[config.mk]
export PLATFORM = sky130hd
export DESIGN_NAME = motor_fault_supervisor
export DESIGN_NICKNAME = d
export VERILOG_FILES = /design/src/rtl/mfs_pkg.sv /design/src/rtl/mfs_hall_sync.sv /design/src/rtl/mfs_hall_activity.sv /design/src/rtl/mfs_overcurrent.sv /design/src/rtl/motor_fault_supervisor.sv
export SDC_FILE = /design/constraint.sdc
export NUM_CORES = 1
export LEC_CHECK = 0
export ABC_AREA = 1
export BUFFER_PORTS_ARGS = -buffer_cell sky130_fd_sc_hd__buf_2
export CORE_MARGIN = 2
export CORE_UTILIZATION = 55
export DETAILED_ROUTE_END_ITERATION = 12
export PLACE_DENSITY = 0.82
export SETUP_SLACK_MARGIN = 0.02
export SYNTH_ARGS = -nofsm -noshare
export SYNTH_HDL_FRONTEND = slang
export SYNTH_SLANG_ARGS = --single-unit
[constraint.sdc]
create_clock -name clk -period 2.35 [get_ports clk]
set_clock_uncertainty 0.15 [all_clocks]
set_input_delay 0 -clock clk [delete_from_list [all_inputs] [get_ports clk]]
set_output_delay 0 -clock clk [all_outputs]
set_load 0.02 [all_outputs]
[src/rtl/mfs_pkg.sv]
// Package: shared types for the motor fault supervisor.
// Assumes: nothing beyond standard SystemVerilog.
package mfs_pkg;

    // Phases of the startup watch window
    typedef enum logic [1:0] {
        WIN_IDLE    = 2'd0,
        WIN_WATCH   = 2'd1,
        WIN_EXPIRED = 2'd2
    } win_state_t;

endpackage

[src/rtl/mfs_hall_sync.sv]
// Module: multi-stage synchronizer for a bus of slow, independent sensor lines.
// Assumes: each line changes rarely compared with clk. Bits are resynchronized
// one by one, so a code change can be seen across two cycles. The downstream
// counter tolerates this on a Gray-coded Hall sequence.
module mfs_hall_sync #(
    parameter int W      = 3,
    parameter int STAGES = 2
) (
    input  logic         clk,
    input  logic         rst_n,
    input  logic [W-1:0] din,
    output logic [W-1:0] dout
);

    logic [W-1:0] stage_q [STAGES];

    generate
        for (genvar s = 0; s < STAGES; s++) begin : g_stage
            if (s == 0) begin : g_first
                // Capture the raw lines into the first flop stage
                always_ff @(posedge clk) begin
                    if (!rst_n) stage_q[0] <= '0;
                    else        stage_q[0] <= din;
                end
            end else begin : g_next
                // Shift the value on through the remaining stages
                always_ff @(posedge clk) begin
                    if (!rst_n) stage_q[s] <= '0;
                    else        stage_q[s] <= stage_q[s-1];
                end
            end
        end
    endgenerate

    assign dout = stage_q[STAGES-1];

endmodule

[src/rtl/mfs_hall_activity.sv]
// Module: startup window timer, Hall change counter and startup alarm.
// Assumes: hall_s is already synchronized to clk. A start strobe always
// reopens the window. The count saturates at all ones.
module mfs_hall_activity
    import mfs_pkg::*;
#(
    parameter int          HALL_W        = 3,
    parameter int          CNT_W         = 8,
    parameter int unsigned STARTUP_LIMIT = 75_000_000,
    parameter int unsigned SAMPLE_DIV    = 1
) (
    input  logic              clk,
    input  logic              rst_n,
    input  logic              start,
    input  logic [HALL_W-1:0] hall_s,
    output logic              startup_alarm,
    output logic [CNT_W-1:0]  change_count
);

    localparam int TMR_W = $clog2(STARTUP_LIMIT + 1);
    localparam logic [TMR_W-1:0] TMR_LAST = TMR_W'(STARTUP_LIMIT - 1);

    win_state_t         state_q;
    logic [TMR_W-1:0]   timer_q;
    logic               alarm_q;
    logic [HALL_W-1:0]  prev_q;
    logic [CNT_W-1:0]   count_q;
    logic               tick;

    generate
        if (SAMPLE_DIV <= 1) begin : g_every_cycle
            assign tick = 1'b1;
        end else begin : g_divided
            localparam int DIV_W = $clog2(SAMPLE_DIV);
            localparam logic [DIV_W-1:0] DIV_LAST = DIV_W'(SAMPLE_DIV - 1);
            logic [DIV_W-1:0] div_q;
            // Free-running sample divider, realigned by each start strobe
            always_ff @(posedge clk) begin
                if (!rst_n || start)     div_q <= '0;
                else if (div_q == DIV_LAST) div_q <= '0;
                else                     div_q <= div_q + 1'b1;
            end
            assign tick = (div_q == DIV_LAST);
        end
    endgenerate

    // Window sequencing: open on start, run the timer, expire at the limit
    always_ff @(posedge clk) begin
        if (!rst_n) begin
            state_q <= WIN_IDLE;
            timer_q <= '0;
            alarm_q <= 1'b0;
        end else if (start) begin
            state_q <= WIN_WATCH;
            timer_q <= '0;
            alarm_q <= 1'b0;
        end else if (state_q == WIN_WATCH) begin
            if (timer_q == TMR_LAST) begin
                state_q <= WIN_EXPIRED;
                alarm_q <= 1'b1;
            end else begin
                timer_q <= timer_q + 1'b1;
            end
        end
    end

    // Hall sampling: compare each sample with the previous one and count differences
    always_ff @(posedge clk) begin
        if (!rst_n) begin
            prev_q  <= '0;
            count_q <= '0;
        end else if (start) begin
            prev_q  <= hall_s;
            count_q <= '0;
        end else if (state_q == WIN_WATCH && tick) begin
            prev_q <= hall_s;
            if (hall_s != prev_q && count_q != '1)
                count_q <= count_q + 1'b1;
        end
    end

    assign startup_alarm = alarm_q;
    assign change_count  = count_q;


    su_sticky_chk: assert property (@(posedge clk) disable iff (!rst_n)
        (alarm_q && !start) |=> alarm_q);


    cnt_frozen_chk: assert property (@(posedge clk) disable iff (!rst_n)
        (state_q != WIN_WATCH && !start) |=> $stable(count_q));


    cnt_mono_chk: assert property (@(posedge clk) disable iff (!rst_n)
        !start |=> (count_q >= $past(count_q)));


    su_rise_chk: assert property (@(posedge clk) disable iff (!rst_n)
        $rose(alarm_q) |-> (state_q == WIN_EXPIRED));

endmodule

[src/rtl/mfs_overcurrent.sv]
// Module: delayed overcurrent trip on a stream of current samples.
// Assumes: samples are unsigned. The delay is counted in clk cycles from the
// edge that captures the first sample over the limit.
module mfs_overcurrent #(
    parameter int          ADC_W      = 12,
    parameter int unsigned TRIP_DELAY = 50_000
) (
    input  logic             clk,
    input  logic             rst_n,
    input  logic             start,
    input  logic [ADC_W-1:0] adc_data,
    input  logic             adc_valid,
    input  logic [ADC_W-1:0] current_limit,
    output logic             oc_alarm
);

    localparam int DLY_W = $clog2(TRIP_DELAY + 1);
    localparam logic [DLY_W-1:0] DLY_LAST = DLY_W'(TRIP_DELAY - 1);
    localparam logic [DLY_W-1:0] DLY_FULL = DLY_W'(TRIP_DELAY);

    logic             over_q;
    logic [DLY_W-1:0] dly_q;
    logic             alarm_q;
    logic             above;
    logic             clear_now;

    // Strict compare, and the flag that a valid sample under the limit is present
    always_comb begin
        above     = adc_data > current_limit;
        clear_now = adc_valid && !above;
    end

    // Hold the over/under verdict of the last valid sample
    always_ff @(posedge clk) begin
        if (!rst_n || start) over_q <= 1'b0;
        else if (adc_valid)  over_q <= above;
    end

    // Delay counter: runs while over, restarts on a sample under the limit
    always_ff @(posedge clk) begin
        if (!rst_n || start)                dly_q <= '0;
        else if (clear_now)                 dly_q <= '0;
        else if (over_q && dly_q != DLY_FULL) dly_q <= dly_q + 1'b1;
    end

    // Sticky trip once the delay completes
    always_ff @(posedge clk) begin
        if (!rst_n || start) alarm_q <= 1'b0;
        else if (over_q && !clear_now && dly_q == DLY_LAST) alarm_q <= 1'b1;
    end

    assign oc_alarm = alarm_q;


    oc_sticky_chk: assert property (@(posedge clk) disable iff (!rst_n)
        (alarm_q && !start) |=> alarm_q);


    oc_rise_chk: assert property (@(posedge clk) disable iff (!rst_n)
        $rose(alarm_q) |-> $past(over_q));


    oc_novalid_chk: assert property (@(posedge clk) disable iff (!rst_n)
        (!adc_valid && !start) |=> $stable(over_q));

endmodule

[src/rtl/motor_fault_supervisor.sv]
// Module: top of the motor startup and overcurrent supervisor.
// Assumes: hall is asynchronous to clk and goes through a two-flop synchronizer.
// adc_data and current_limit are synchronous to clk.
module motor_fault_supervisor #(
    parameter int          HALL_W        = 3,
    parameter int          ADC_W         = 12,
    parameter int          CNT_W         = 8,
    parameter int unsigned STARTUP_LIMIT = 75_000_000,
    parameter int unsigned TRIP_DELAY    = 50_000,
    parameter int unsigned SAMPLE_DIV    = 1
) (
    input  logic              clk,
    input  logic              rst_n,
    input  logic              start,
    input  logic [HALL_W-1:0] hall,
    input  logic [ADC_W-1:0]  adc_data,
    input  logic              adc_valid,
    input  logic [ADC_W-1:0]  current_limit,
    output logic              startup_alarm,
    output logic              overcurrent_alarm,
    output logic [CNT_W-1:0]  hall_changes
);

    logic [HALL_W-1:0] hall_s;

    mfs_hall_sync #(.W(HALL_W), .STAGES(2)) i_sync (
        .clk   (clk),
        .rst_n (rst_n),
        .din   (hall),
        .dout  (hall_s)
    );

    mfs_hall_activity #(
        .HALL_W        (HALL_W),
        .CNT_W         (CNT_W),
        .STARTUP_LIMIT (STARTUP_LIMIT),
        .SAMPLE_DIV    (SAMPLE_DIV)
    ) i_activity (
        .clk           (clk),
        .rst_n         (rst_n),
        .start         (start),
        .hall_s        (hall_s),
        .startup_alarm (startup_alarm),
        .change_count  (hall_changes)
    );

    mfs_overcurrent #(
        .ADC_W      (ADC_W),
        .TRIP_DELAY (TRIP_DELAY)
    ) i_oc (
        .clk           (clk),
        .rst_n         (rst_n),
        .start         (start),
        .adc_data      (adc_data),
        .adc_valid     (adc_valid),
        .current_limit (current_limit),
        .oc_alarm      (overcurrent_alarm)
    );

endmodule

==> results.toml <==
[global_route]
grt.total_usage = 0.2333
grt_pass1_vias = 3929
grt_pass1_wl_um = 16230
grt_max_degree = 33
antenna_found_initial = 0
grt_overflow = 0

[routing]
firstDrtPassIters = 5
drc_errors = 0
avgViaCountPerCell = 4.920
drt_iter0_markers = 197
vias = 3995
wl_um = 8989
wl_per_cell_um = 11.07
ant_nets = 0

[power]
power.density_nw_per_um2 = 501.5
power_switching_mw = 0.6068
irDropWorstVdd_mv = 0.4763
p_int_mw = 1.785
total_power_mw = 2.392
pwr-share-seq = 0.463
p_leak_nw = 1.998
p_sw_frac = 0.2537
p_clk_frac = 0.454
p_comb_frac = 0.083

[timing]
whs_ns = 0.05265
finalMaxSlewViolations = 0
fmax_mhz = 464.0
finalCritPeriodShare = 0.9170
worst_slew_pin_slew_ns = 0.5804
final-hold-violation-count = 0
slew_headroom = 0.6121
finalCriticalPeriod_ns = 2.155
setup_viol = 0
timing.final.ws_setup_ns = 0.1950
finalSetupTns_ns = 0
rsz0062_at_grt = "false"

[placed_design]
gp_congestion = 0.9814
io_buffers = 40
dpl_cell_area_um2 = 4439
pre_cts_ws_ns = 0.3400
dpl.hpwl_um = 6553
dp.cells = 786

[finish]
fill_cells = 686
instances_no_fill = 812
layout-drive-gt1-share = 0.1445
register_area_um2 = 1282
finalInstanceArea_um2 = 4770
area_growth_pct = 14.23
fin_nets = 755
diodes = 0
multi_input_area_um2 = 2470
postLayoutCoreUtil = 0.6541

[logic_synthesis]
yosys_warnings = 0
synth_cell_types = 32
yosysTopAreaCellShare = 0.3069
synth_seq_cells = 64
synth_top_cell_by_area = "dfxtp_1"
syn_area_um2 = 4175
synth.net_count = 701
ys_seq_area_frac = 0.3069
syn_inst = 654
synthTopCellsByArea = "dfxtp_1, nand2_1, nor2_1, inv_1, ha_1"
syn_avg_cell_area_um2 = 6.384

[worst_setup_path]
criticalPathCategory = "reg2reg"
worst_setup_path_end_kind = "flop"
worst-path-max-fanout = 8
critical_path_arrival_ns = 2.24
required_ns = 2.44
cp-start-kind = "flop"

[outcome]
status = "completed"

[die]
core_area_um2 = 7292
rows = 31
start_util = 0.5726
dieArea_um2 = 8305
io-pin-count = 41
fp.dieH_um = 91.13
die_w_um = 91.13

[clocking]
clkLatencyLatePin_ns = 0.35
cts_tree = "done"
cts_buffers = 9
cts_root_buf = "clkbuf_8"
path_clk_slew_ns = 0.08
cts_buffer_depth = 2
h-tree-depth = 3
cts_sinks = 64

[run]
maxCapViolations = 0

[worst_hold_path]
min_path_type = "in2reg"
==> Yosys cell counts <==
cell type,number
nand2_1,224
nor2_1,97
inv_1,87
dfxtp_1,64
nand3_1,25
a21oi_2,20
a21oi_1,19
xor2_1,19
ha_1,16
o21ai_0,15
xnor2_1,13
nand2_2,12
nand4_1,9
buf_2,5
nand3b_1,5
nor3_1,5
buf_6,3
nor2_4,2
a21o_1,1
and3_1,1
buf_12,1
buf_4,1
clkbuf_1,1
inv_2,1
inv_4,1
nand2_4,1
nand2_8,1
nand3_2,1
nor2_8,1
nor4_1,1
o21a_1,1
or2_2,1
==> critical path, cell delays in order (launching register included) <==
cell	delay [ns]
dfxtp_2	0.35
ha_2	0.19
inv_1	0.09
nor2_8	0.17
nand3_2	0.10
nor2_4	0.13
nand2_4	0.09
o21ai_1	0.13
a21oi_1	0.08
dlygate4sd3_1	0.56
==> path summary, 6_finish.rpt <==
path / start / end / slack (ns) / depth (start not counted)
setup / recovery: i_activity.timer_q[1]$_SDFFE_PP0P_ / i_activity.state_q[0]$_SDFFE_PN0P_ / 0.19 / 9
hold / removal: current_limit[0] / i_oc.oc_alarm$_SDFFE_PP0P_ / 0.05 / 7
setup reg to reg: i_activity.timer_q[1]$_SDFFE_PP0P_ / i_activity.state_q[0]$_SDFFE_PN0P_ / 0.19 / 9
hold reg to reg: i_sync.stage_q[0][1]$_SDFF_PN0_ / i_sync.stage_q[1][1]$_SDFF_PN0_ / 0.27 / 2
==> layout by cell type (no fill, tap or decap), types with 5 or more instances in the layout <==
master,count
o21ai_0,14
nor3_1,5
nand2_2,12
ha_1,15
dlygate4sd3_1,10
nand3b_1,5
a21oi_2,20
inv_1,87
xnor2_1,13
dfxtp_1,63
nand3_1,25
xor2_1,19
clkbuf_8,9
buf_2,40
nor2_1,97
nand2_1,224
a21oi_1,19
nand4_1,9
==> registers in the layout, indices dropped and copies added, names as in the netlist <==
register and flops:
i_activity.state_q 2, i_activity.prev_q 3, i_oc.over_q 1, i_sync.stage_q 6
i_oc.oc_alarm 1, i_oc.dly_q 16, i_activity.change_count 8, i_activity.timer_q 27
==> final cells by class <==
class,instances,share of cell area
sequential,64,0.2689
clock inverter,7,0.02151
tap,99,0.02597
inverter,89,0.07057
timing repair buffer,54,0.06926
clock buffer,9,0.02597
multi-input combinational,490,0.5178
==> logic make-up after synthesis <==
family                   after synthesis  synth area share
AND/OR/NAND/NOR                      386            0.3896
buffers and inverters                100            0.1022
flip-flops                            64            0.3069
AO/OA/AOI/OAI                         56           0.08631
XOR/XNOR                              32           0.06713
adder cells (fa/ha/maj)               16           0.04795
==> what timing repair did <==
item / 4_1_cts / 5_1_grt
setup endpoints to repair: 0 / 1
gates resized for setup: 0 / 3
hold endpoints to repair: 16 / 0
buffers inserted: 0 / 0
hold buffers: 10 / 0
==> power by group through the flow <==
stage | sequential, mW | clock, mW | combinational, mW
after global placement | 1.13 | 0 | 0.178
final | 1.11 | 1.09 | 0.199
after CTS | 1.11 | 1.11 | 0.200
after global routing | 1.11 | 1.14 | 0.228
after floorplan | 1.13 | 0 | 0.137
after detailed placement | 1.13 | 0 | 0.186
==> layer usage <==
metal  vias up  part of all wire  track usage
li1       2118                 -            -
met1      1787              0.44       0.2607
met2        70              0.50       0.4302
met3        20             0.038      0.04896
met4         0             0.023      0.08965
met5         -                 0            0
(Power assumes the default switching activity.)
